$ cat config.mk
export PLATFORM = sky130hd
export DESIGN_NAME = addr_strobe_decoder
export DESIGN_NICKNAME = d
export VERILOG_FILES = /design/src/rtl/busdec_pkg.sv /design/src/rtl/busdec_region_match.sv /design/src/rtl/busdec_strobe_gen.sv /design/src/rtl/busdec_data_invert.sv /design/src/rtl/addr_strobe_decoder.sv
export SDC_FILE = /design/constraint.sdc
export NUM_CORES = 1
export LEC_CHECK = 0
export BUFFER_PORTS_ARGS = -buffer_cell sky130_fd_sc_hd__buf_2
export CAP_MARGIN = 20
export CORE_UTILIZATION = 47
export CTS_CLUSTER_DIAMETER = 50
export CTS_CLUSTER_SIZE = 25
export DETAILED_ROUTE_END_ITERATION = 6
export GPL_TIMING_DRIVEN = 0
export PLACE_DENSITY_LB_ADDON = 0.3
export SYNTH_ARGS = -nofsm -noshare
export SYNTH_HDL_FRONTEND = slang
export SYNTH_SLANG_ARGS = --single-unit
$ cat constraint.sdc
create_clock -name clk -period 6.24 [get_ports clk]
set_input_delay 1.248 -clock clk [delete_from_list [all_inputs] [get_ports clk]]
set_output_delay 1.248 -clock clk [all_outputs]
set_load 0.05 [all_outputs]
$ cat src/rtl/busdec_pkg.sv
// Package: region table and shared constants for the board address decoder.
// Assumes a 16-bit address map. Each region is an inclusive [lo, hi] range;
// ranges do not overlap.
package busdec_pkg;

    localparam int NREG   = 8;
    localparam int MAP_AW = 16;

    // Region indices; each index is also the bit position in the select vectors.
    localparam int IDX_SYSROM = 0;
    localparam int IDX_SERIAL = 1;
    localparam int IDX_MON    = 2;
    localparam int IDX_SPARE  = 3;
    localparam int IDX_KBD    = 4;
    localparam int IDX_GFX    = 5;
    localparam int IDX_CHR    = 6;
    localparam int IDX_RAM    = 7;

    typedef logic [MAP_AW-1:0] maddr_t;

    typedef struct packed {
        maddr_t lo;
        maddr_t hi;
        logic   wr_ok;
    } region_t;

    // Return the bounds and writability of one region.
    function automatic region_t region_at(input int idx);
        region_t r;
        case (idx)
            IDX_SYSROM: r = '{lo: 16'hFE00, hi: 16'hFFFF, wr_ok: 1'b0};
            IDX_SERIAL: r = '{lo: 16'hFC00, hi: 16'hFCFF, wr_ok: 1'b1};
            IDX_MON:    r = '{lo: 16'hE000, hi: 16'hE3FF, wr_ok: 1'b0};
            IDX_SPARE:  r = '{lo: 16'hE400, hi: 16'hE7FF, wr_ok: 1'b0};
            IDX_KBD:    r = '{lo: 16'hDC00, hi: 16'hDFFF, wr_ok: 1'b0};
            IDX_GFX:    r = '{lo: 16'hD400, hi: 16'hDBFF, wr_ok: 1'b1};
            IDX_CHR:    r = '{lo: 16'hD000, hi: 16'hD3FF, wr_ok: 1'b1};
            IDX_RAM:    r = '{lo: 16'h0000, hi: 16'h0FFF, wr_ok: 1'b1};
            default:    r = '{lo: 16'hFFFF, hi: 16'h0000, wr_ok: 1'b0};
        endcase
        return r;
    endfunction

endpackage

$ cat src/rtl/busdec_region_match.sv
// Module: combinational range match of the address against every region.
// Assumes ADDR_W equals the map width. A hit is computed as
// (addr - lo) < span on ADDR_W+1 bits, so an address below lo wraps
// to a large value and misses.
module busdec_region_match #(
    parameter int ADDR_W = 16,
    parameter int NREG   = busdec_pkg::NREG
) (
    input  logic [ADDR_W-1:0] addr,
    output logic [NREG-1:0]   hit,
    output logic              any_hit
);

    localparam int XW = ADDR_W + 1;

    logic [XW-1:0] addr_x;

    // Widen the address so the subtraction cannot alias.
    always_comb addr_x = {1'b0, addr};

    for (genvar g = 0; g < NREG; g++) begin : g_region
        localparam busdec_pkg::region_t RG = busdec_pkg::region_at(g);
        localparam logic [XW-1:0] LO_X = {1'b0, RG.lo};
        localparam logic [XW-1:0] SPAN = {1'b0, RG.hi} - {1'b0, RG.lo} + XW'(1);

        logic [XW-1:0] offs;

        // Offset of the address from the region base.
        always_comb offs = addr_x - LO_X;

        // A region hits when the offset falls inside its span.
        always_comb hit[g] = (offs < SPAN);
    end

    // Any region on this board is addressed.
    always_comb any_hit = |hit;

endmodule

$ cat src/rtl/busdec_strobe_gen.sv
// Module: registered select and strobe generation.
// Chip-enables follow the address hits unconditionally. Output-enables,
// write strobes, the direction pull and the buffer enable are qualified
// by phi2 and rw. Write strobes exist only for writable regions (chosen
// per region in a generate). Assumes hit is one-hot or zero.
module busdec_strobe_gen #(
    parameter int NREG = busdec_pkg::NREG
) (
    input  logic            clk,
    input  logic            rst_n,
    input  logic [NREG-1:0] hit,
    input  logic            any_hit,
    input  logic            phi2,
    input  logic            rw,
    output logic [NREG-1:0] ce_n,
    output logic [NREG-1:0] oe_n,
    output logic [NREG-1:0] we_n,
    output logic            dir_pull,
    output logic            buf_en_n
);

    logic            rd_qual;
    logic            wr_qual;
    logic [NREG-1:0] we_nxt;

    // Phase-2 qualified read and write conditions.
    always_comb begin
        rd_qual = phi2 & rw;
        wr_qual = phi2 & ~rw;
    end

    for (genvar g = 0; g < NREG; g++) begin : g_we
        localparam busdec_pkg::region_t RG = busdec_pkg::region_at(g);
        if (RG.wr_ok) begin : g_writable
            // Writable region: strobe on a qualified write hit.
            always_comb we_nxt[g] = ~(hit[g] & wr_qual);
        end else begin : g_readonly
            // Read-only region: the strobe never fires.
            always_comb we_nxt[g] = 1'b1;
        end
    end

    // Register all selects and strobes.
    always_ff @(posedge clk) begin
        if (!rst_n) begin
            ce_n     <= '1;
            oe_n     <= '1;
            we_n     <= '1;
            dir_pull <= 1'b0;
            buf_en_n <= 1'b1;
        end else begin
            ce_n     <= ~hit;
            oe_n     <= ~(hit & {NREG{rd_qual}});
            we_n     <= we_nxt;
            dir_pull <= any_hit & rd_qual;
            buf_en_n <= ~(any_hit & phi2);
        end
    end

endmodule

$ cat src/rtl/busdec_data_invert.sv
// Module: registered model of the inverting data buffer.
// Read data goes out inverted only while this board drives the bus;
// otherwise the bus is released (all ones). Write data comes in
// inverted unconditionally.
module busdec_data_invert #(
    parameter int DATA_W = 8
) (
    input  logic              clk,
    input  logic              rst_n,
    input  logic              rd_drive,
    input  logic [DATA_W-1:0] loc_rdata,
    input  logic [DATA_W-1:0] bus_wdata,
    output logic [DATA_W-1:0] bus_rdata,
    output logic [DATA_W-1:0] loc_wdata
);

    // Invert and register both data directions.
    always_ff @(posedge clk) begin
        if (!rst_n) begin
            bus_rdata <= '1;
            loc_wdata <= '0;
        end else begin
            bus_rdata <= rd_drive ? ~loc_rdata : '1;
            loc_wdata <= ~bus_wdata;
        end
    end

endmodule

$ cat src/rtl/addr_strobe_decoder.sv
// Module: top of the board address decoder.
// It samples the bus on clk and registers every output, so outputs lag
// the sampled inputs by one clock. Assumes ADDR_W matches the 16-bit
// region table.
module addr_strobe_decoder #(
    parameter int ADDR_W       = busdec_pkg::MAP_AW,
    parameter int DATA_W       = 8,
    parameter int NREG         = busdec_pkg::NREG,
    parameter int GFX_BANK_BIT = 10
) (
    input  logic              clk,
    input  logic              rst_n,
    input  logic [ADDR_W-1:0] addr,
    input  logic              rw,
    input  logic              phi2,
    input  logic [DATA_W-1:0] loc_rdata,
    input  logic [DATA_W-1:0] bus_wdata,
    output logic [NREG-1:0]   ce_n,
    output logic [NREG-1:0]   oe_n,
    output logic [NREG-1:0]   we_n,
    output logic              dir_pull,
    output logic              buf_en_n,
    output logic              gfx_bank,
    output logic [DATA_W-1:0] bus_rdata,
    output logic [DATA_W-1:0] loc_wdata
);

    logic [NREG-1:0] hit;
    logic            any_hit;
    logic            rd_drive;

    busdec_region_match #(
        .ADDR_W (ADDR_W),
        .NREG   (NREG)
    ) u_match (
        .addr    (addr),
        .hit     (hit),
        .any_hit (any_hit)
    );

    busdec_strobe_gen #(
        .NREG (NREG)
    ) u_strobe (
        .clk      (clk),
        .rst_n    (rst_n),
        .hit      (hit),
        .any_hit  (any_hit),
        .phi2     (phi2),
        .rw       (rw),
        .ce_n     (ce_n),
        .oe_n     (oe_n),
        .we_n     (we_n),
        .dir_pull (dir_pull),
        .buf_en_n (buf_en_n)
    );

    // This board drives the bus on a qualified read hit.
    always_comb rd_drive = any_hit & phi2 & rw;

    busdec_data_invert #(
        .DATA_W (DATA_W)
    ) u_data (
        .clk       (clk),
        .rst_n     (rst_n),
        .rd_drive  (rd_drive),
        .loc_rdata (loc_rdata),
        .bus_wdata (bus_wdata),
        .bus_rdata (bus_rdata),
        .loc_wdata (loc_wdata)
    );

    // Register the graphics bank bit, valid only inside the graphics region.
    always_ff @(posedge clk) begin
        if (!rst_n) begin
            gfx_bank <= 1'b0;
        end else begin
            gfx_bank <= hit[busdec_pkg::IDX_GFX] & addr[GFX_BANK_BIT];
        end
    end

endmodule

-- Word level (Yosys, flattened, before mapping)
Cells that the tools add are included.
- bits in registers: 43
- input port bits: 36
- output and inout port bits: 43
- logic and storage cells: 47
- $add $sub $neg: 7
- $lt $le $gt $ge: 8
- bitwise gates (word level): 21
- reduce and logical (&&, ||, !) cells: 2
- operator list (kind ; number):
    $sub A16 B16 Y17 const B ; 7
    $lt A17 B11 Y1 const B ; 4
    $not A8 Y8 ; 4
    $lt A17 B10 Y1 const B ; 1
    $lt A17 B12 Y1 const B ; 1
    $lt A17 B9 Y1 const B ; 1
    $lt A16 B13 Y1 const B ; 1
    $and A1 B1 Y1 ; 10
    $and A8 B8 Y8 ; 1
    $reduce_or A8 Y1 ; 1
    $not A1 Y1 ; 6
    $reduce_and A2 Y1 ; 1

-- Longest topological paths before layout
Gate-level depths: netlist of the first run.
- depth after elaboration: 6
- gate-level depth with buffers: 8
- depth with buffers taken out: 6

-- Cells and area by module
From an unflattened synthesis of the first run, not the netlist that was laid out.
- cell total of the unflattened synthesis: 136
- area, all modules: 1455.1 sq um
- modules (own cells, without submodules) (module ; instances ; cells each ; area each (sq um)):
    busdec_strobe_gen ; 1 ; 53 ; 645.6
    busdec_data_invert ; 1 ; 34 ; 427.9
    busdec_region_match ; 1 ; 46 ; 349.1
    addr_strobe_decoder ; 1 ; 3 ; 32.5

-- Worst setup path before layout of the first run
OpenSTA, ideal clock, no wires.
- path kind: input-to-reg
- from: input addr[10]
- to: register u_strobe.dir_pull
- library setup time: 120 ps
- arrival time: 2816 ps
- path slack: 3304 ps
- stages on the path: 8
- buffers on the path: 2
- cells stage by stage: buf_6 inv_1 ha_1 xor2_1 a2111oi_0 or4_4 buf_6 o31a_1
- longest elaborated chain between the ends: 4
- elaborated cells on any way between the ends: 17
- ends and longest elaborated chain (item ; line ; RTL):
    start, declared ; addr_strobe_decoder.sv:13 ; input logic [ADDR_W-1:0] addr,
    $sub A16 B16 Y17 ; busdec_region_match.sv:29 ; always_comb offs = addr_x - LO_X;
    $lt A17 B12 Y1, or another cell as far along ; busdec_region_match.sv:32 ; always_comb hit[g] = (offs < SPAN);
    $reduce_or A8 Y1 * ; busdec_region_match.sv:36 ; always_comb any_hit = |hit;
    $and A1 B1 Y1 * ; busdec_strobe_gen.sv:55 ; dir_pull <= any_hit & rd_qual;
    end signal, assigned ; busdec_strobe_gen.sv:55 ;
    end, declared ; busdec_strobe_gen.sv:18 ; output logic dir_pull,
Mark *: on every way between the ends. The rest lies on a longest branch, timed or not.
A chain may end at the register's enable or synchronous reset.

-- Worst setup path after layout of the first run
- from: input addr[10]
- to: register u_data.bus_rdata[3]
- longest elaborated chain between the ends: 6
- elaborated cells on any way between the ends: 19
- ends and longest elaborated chain (item ; line ; RTL):
    $sub A16 B16 Y17 ; busdec_region_match.sv:29 ;
    $lt A17 B12 Y1, or another cell as far along ; busdec_region_match.sv:32 ;
    $reduce_or A8 Y1 * ; busdec_region_match.sv:36 ;
    $and A1 B1 Y1 * (2 in a row) ; addr_strobe_decoder.sv:58 ; always_comb rd_drive = any_hit & phi2 & rw;
    $reduce_and A2 Y1 (no source line) * ; -- ;
    end signal, assigned ; busdec_data_invert.sv:23 ; bus_rdata <= rd_drive ? ~loc_rdata : '1;
    end, declared ; busdec_data_invert.sv:13 ; output logic [DATA_W-1:0] bus_rdata,
Marks and branches as above.

==> flow_summary_export.csv, run 1 <==
group,metric,value,unit
outcome,status,"complete, but fails checks",
outcome,violations,"design-rule violations",
sta,finalSetupTns,0,ps
cells_and_area,fin_cells,248,
sta,setup_ws,3167,ps
cts,cts_tree,"done",
cells_and_area,multi_input_area,579.3,sq um
power_and_ir_drop,pwr_density_cell,230.1,mW/mm^2
power_and_ir_drop,ir_worst_vdd,121.6,uV
floorplanning,ios,79,
sta,period_needed,3073,ps
route,drtIter0Drc,35,
worst_setup_path,crit_buf_inv,4,
route,firstDrtPassIters,6,
floorplanning,initial_core_util,0.5126,
global_routing,grt_max_degree,13,
place,pre_cts_ws,2816,ps
route,viasPerCell,5.032,
cells_and_area,n_antenna_cell,0,
place,routabilityCongestion,0.8715,
worst_setup_path,startpoint,"addr[10]",
floorplanning,rows,19,
floorplanning,dieHeight,57.55,um
sta,fin_crit_sh,0.4925,
worst_setup_path,critical_path.most_common_cell,"buf_6",
floorplanning,coreArea,0.002829,sq mm
cells_and_area,drive_gt1_frac,0.3871,
cts,clkSinkCount,39,
min_path,hold_class,"in -> reg",
worst_setup_path,path_cells,"buf_2 > buf_6 > inv_1 > ha_1 > nand3_1 > a2111oi_0 > or4_4 > buf_6 > o311ai_1",
sta,max_slew_margin,0.3704,
cts,path_clk_slew,110,ps
floorplanning,die_w,57.55,um
worst_setup_path,slowest_stage,"a2111oi_0",
sta,finalSetupViolCount,0,
power_and_ir_drop,p_leak,0.8447,nW
sta,final-hold-violation-count,0,
yosys,synth_seq_cells,39,
place,placedCellCount,240,
cts,cts_made_buffers,5,
worst_setup_path,worstPathMaxFanout,10,
route,wire_per_inst,12.18,um
global_routing,grt_pass1_wl,4.795,mm
sta,worst_pin_slew,920.7,ps
yosys,yosysWarnings,0,
worst_setup_path,cpPeakStageDelay,820,ps
worst_setup_path,worstPathArrival,3270,ps
cts,max-clock-path-buffers,2,
global_routing,antenna_found_initial,0,
worst_setup_path,cp_top_family,"compound AO/OA/AOI/OAI gates",
sta,rsz0062_at_grt,"no",
route,antenna_left,0,
global_routing,grt-ovfl-total,0,
global_routing,track_usage,0.1912,
cells_and_area,seq_area,780.7,sq um
min_path,min_from,"bus_wdata[3]",
worst_setup_path,cp.required,6440,ps
yosys,ys_types,32,
cts,hold_buffers,0,
sta,finalMaxSlewViolations,0,
yosys,netlist_instances,140,
floorplanning,die-area,0.003311,sq mm
global_routing,grt_pass1_vias,1126,
yosys,netlist_area,0.001450,sq mm
cts,cts_root_buffer,"clkbuf_4",
route,num_vias,1248,
power_and_ir_drop,total_power,0.4336,mW
cts,post_cts_resized,0,
route,drt-total-wl,3.021,mm
cts,cts_setup_buffers,0,
worst_setup_path,startpoint_type,"input pin",
cells_and_area,final_net_count,259,
yosys,avgSynthCellArea,10.36,sq um
route,post-route-drc-count,8,
cts,htreeDepth,2,
yosys,synth-seq-area-share,0.5384,
sta,clock.fmax,325.4,MHz
job,max_cap_violations,0,
place,post-dp-hpwl,2.330,mm
worst_setup_path,crit_type,"in -> reg",
place,io_buffer_count,66,
cells_and_area,syn_to_final_growth,29.94,%
worst_setup_path,worstSetupEndpointType,"register",
cells_and_area,n_fill_cell,235,
routing by layer:
layer | vias to the layer above | GRT usage | part of all wire
met4 | 0 | 0.1045 | 0.022
met5 | - | 0 | 0
met1 | 567 | 0.2074 | 0.40
li1 | 624 | - | -
met2 | 49 | 0.3472 | 0.51
met3 | 8 | 0.03628 | 0.068
cell usage after synthesis (all sizes together):
cell     count  area [sq um]
a2111oi      2         17.52
a21oi        2         10.01
and3         5         37.54
and4         2         20.02
buf          7         63.81
clkbuf       5         18.77
conb         1         3.750
dfxtp       39         780.8
ha           7         87.58
inv          5         18.77
mux2i        1         10.01
nand2       23         86.33
nand2b       3         18.77
nand3        2         10.01
nand4b       1         8.760
nand4bb      1         11.26
nor2         4         15.01
nor2b        9         56.30
nor3b        2         15.01
nor4         2         12.51
o2111a       1         11.26
o21ai        1         5.000
o22ai        1         6.260
o311ai       9         78.83
o31a         1         8.760
or4          1         11.26
xnor2        2         17.52
xor2         1         8.760
registers in the layout, indices dropped and copies added, names as in the netlist:
signal,cells
u_data.bus_rdata,8
u_data.loc_wdata,8
u_strobe.ce_n,8
u_strobe.oe_n,8
u_strobe.we_n,4
gfx_bank,1
u_strobe.buf_en_n,1
u_strobe.dir_pull,1
path summary, 6_finish.rpt:
kind	depth (start not counted)	endpoint	slack, ps
setup / recovery	9	u_data.bus_rdata[3]	3170
hold / removal	2	u_data.loc_wdata[3]	1050
metrics by stage:
stage	instance area [sq um]	util	hold WS, ps
after global placement	1831	0.6471	1403
after floorplan	1461	-	1320
after global routing	1884	0.6661	1035
after CTS	1884	0.6661	1036
after detailed placement	1831	0.6471	1406
final	1884	0.6661	1048
cell usage in the layout, fill, tap and decap left out, drive strengths merged, types with 2 or more instances in the layout:
cell type	Yosys	layout
dfxtp	39	39
nand3	2	2
buf	7	73
and3	5	5
clkbuf	5	11
nor3b	2	2
inv	5	5
nand2	23	23
a2111oi	2	2
nor2b	9	9
nand2b	3	3
conb	1	4
and4	2	2
o311ai	9	9
nor4	2	2
ha	7	7
a21oi	2	2
xnor2	2	2
nor2	4	4
area by class of cell:
cell class              instances  area share
clock buffers                   6     0.02191
well taps                      31     0.02058
clock inverters                 2    0.006640
multi-input cells              87      0.3074
repair buffers                 66      0.1753
plain buffers                  12     0.04382
flip-flops and latches         39      0.4143
inverters                       5    0.009960
logic make-up (layout without fill, tap and decap cells):
family	after synthesis	count (layout)	share of synthesized area
adder cells (fa/ha/maj)	7	7	0.06039
AND/OR/NAND/NOR	55	55	0.2088
AO/OA/AOI/OAI	17	17	0.09491
other	1	4	0.002586
XOR/XNOR	3	3	0.01812
multiplexers	1	1	0.006903
flip-flops	39	39	0.5384
buffers and inverters	17	91	0.06989
power by group:
part | switching [mW] | internal [mW]
clock network | 0.0761 | 0.0435
logic | 0.0400 | 0.0206
registers | 0.000824 | 0.253
(Power assumes the default switching activity.)
==> run 2, diff against run 1 <==
--- a/config.mk
+++ b/config.mk
@@ -7,7 +7,7 @@
 export LEC_CHECK = 0
 export BUFFER_PORTS_ARGS = -buffer_cell sky130_fd_sc_hd__buf_2
 export CAP_MARGIN = 20
-export CORE_UTILIZATION = 47
+export CORE_UTILIZATION = 43
 export CTS_CLUSTER_DIAMETER = 50
 export CTS_CLUSTER_SIZE = 25
 export DETAILED_ROUTE_END_ITERATION = 6
==> constraint.sdc (replaced) <==
create_clock -name clk -period 2.84 [get_ports clk]
set_input_delay 0.568 -clock clk [delete_from_list [all_inputs] [get_ports clk]]
set_output_delay 0.568 -clock clk [all_outputs]
set_load 0.05 [all_outputs]
==> flow_summary_export.csv, run 2 (synthesized netlist as in run 1, its figures left out) <==
group,metric,value,unit
worst_setup_path,worstPathArrival,2610,ps
power_and_ir_drop,ir_worst_vdd,179.4,uV
sta,clock.fmax,416.3,MHz
global_routing,grt_pass1_vias,1119,
cts,cts_setup_buffers,0,
global_routing,track_usage,0.1911,
worst_setup_path,worstSetupEndpointType,"register",
sta,finalSetupTns,0,ps
route,drt-total-wl,3.066,mm
sta,period_needed,2402,ps
cts,cts_tree,"done",
sta,finalMaxSlewViolations,0,
outcome,status,"finished, final reports clean",
cts,htreeDepth,2,
place,placedCellCount,253,
route,wire_per_inst,11.75,um
power_and_ir_drop,pwr_density_cell,523.1,mW/mm^2
global_routing,grt_pass1_wl,4.947,mm
place,io_buffer_count,66,
global_routing,antenna_found_initial,0,
sta,max_slew_margin,0.3412,
cts,cts_made_buffers,5,
sta,worst_pin_slew,963.3,ps
worst_setup_path,crit_type,"in -> reg",
route,antenna_left,0,
worst_setup_path,worstPathMaxFanout,10,
cts,cts_root_buffer,"clkbuf_4",
cells_and_area,seq_area,780.7,sq um
sta,rsz0062_at_grt,"no",
cells_and_area,multi_input_area,579.3,sq um
route,viasPerCell,4.640,
power_and_ir_drop,total_power,1.002,mW
cts,max-clock-path-buffers,2,
min_path,hold_class,"in -> reg",
floorplanning,initial_core_util,0.4636,
floorplanning,die_w,60.07,um
cts,post_cts_resized,0,
place,post-dp-hpwl,2.289,mm
worst_setup_path,slowest_stage,"a2111oi_0",
cts,clkSinkCount,39,
place,routabilityCongestion,0.8535,
global_routing,grt_max_degree,12,
floorplanning,ios,79,
power_and_ir_drop,p_leak,0.8550,nW
worst_setup_path,critical_path_depth,9,
cells_and_area,n_fill_cell,274,
cells_and_area,mostFrequentLayoutCells,"66 x buf_2, 39 x dfxtp_1, 23 x nand2_1",
cells_and_area,syn_to_final_growth,32.10,%
worst_setup_path,cpPeakStageDelay,840,ps
route,post-route-drc-count,0,
floorplanning,die-area,0.003608,sq mm
floorplanning,rows,20,
route,num_vias,1211,
worst_setup_path,crit_buf_inv,4,
worst_setup_path,crit_end,"u_data.bus_rdata[5]",
cells_and_area,n_antenna_cell,0,
sta,finalSetupViolCount,0,
worst_setup_path,critical_path.most_common_cell,"buf_6",
cells_and_area,layout_commonest_cell,"buf_2",
cells_and_area,fin_util,0.6124,
worst_setup_path,startpoint_type,"input pin",
route,firstDrtPassIters,2,
global_routing,grt-ovfl-total,0,
cells_and_area,drive_gt1_frac,0.3871,
floorplanning,coreArea,0.003128,sq mm
floorplanning,dieHeight,60.07,um
cells_and_area,final_net_count,259,
worst_setup_path,cp_top_family,"compound AO/OA/AOI/OAI gates",
cells_and_area,fin_cells,261,
sta,fin_crit_sh,0.8457,
cts,hold_buffers,0,
worst_setup_path,startpoint,"addr[10]",
job,max_cap_violations,0,
cts,path_clk_slew,110,ps
sta,final-hold-violation-count,0,
worst_setup_path,cp.required,3050,ps
worst_setup_path,path_cells,"buf_2 > buf_6 > inv_1 > ha_1 > nand3_1 > a2111oi_0 > or4_4 > buf_6 > o311ai_1",
route,drtIter0Drc,43,
sta,timing.hold.ws,362.5,ps
-- run 2: changes by cell type in the layout (fill, tap and decap cells not counted) --
cell        change
clkbuf_8        +2
clkinv_2        -1
clkinvlp_4      -1
-- run 2: stage by stage --
stage / worst slack, ps / area, sq um
detailed placement: 85.19 / 1847
CTS: 447.2 / 1916
floorplan: 584.1 / 1461
global placement: 128.7 / 1847
finish: 438.2 / 1916
global route: 195.6 / 1916
-- run 2: final cells by class --
| cell class | instances | share of cell area |
|---|---|---|
| buffer | 12 | 0.04311 |
| clock buffer | 8 | 0.03592 |
| inverter | 5 | 0.009798 |
| multi-input combinational | 87 | 0.3024 |
| sequential | 39 | 0.4076 |
| tap | 44 | 0.02874 |
| timing repair buffer | 66 | 0.1724 |
-- run 2: worst min-delay path by stage --
stage,start,endpoint,slack [ps],depth (start not counted)
6_report,bus_wdata[6],u_data.loc_wdata[6],360,2
2_1_floorplan,bus_wdata[0],u_data.loc_wdata[0],640,1
3_5_place_dp,bus_wdata[7],u_data.loc_wdata[7],730,2
4_1_cts,bus_wdata[6],u_data.loc_wdata[6],360,2
5_1_grt,bus_wdata[1],u_data.loc_wdata[1],350,2
3_3_place_gp,bus_wdata[6],u_data.loc_wdata[6],720,2
-- run 2: metal layers --
layer | global-route usage | part of all wire | up-vias
met4 | 0.08970 | 0.020 | 0
li1 | - | - | 622
met3 | 0.05628 | 0.059 | 7
met5 | 0 | 0 | -
met1 | 0.2249 | 0.43 | 543
met2 | 0.3175 | 0.50 | 39
-- run 2: report_power, final --
part	total, mW	internal, mW	switching (mW)
logic	0.133	0.0452	0.0882
registers	0.556	0.555	0.00149
clock network	0.312	0.146	0.167
total	1.00	0.746	0.256
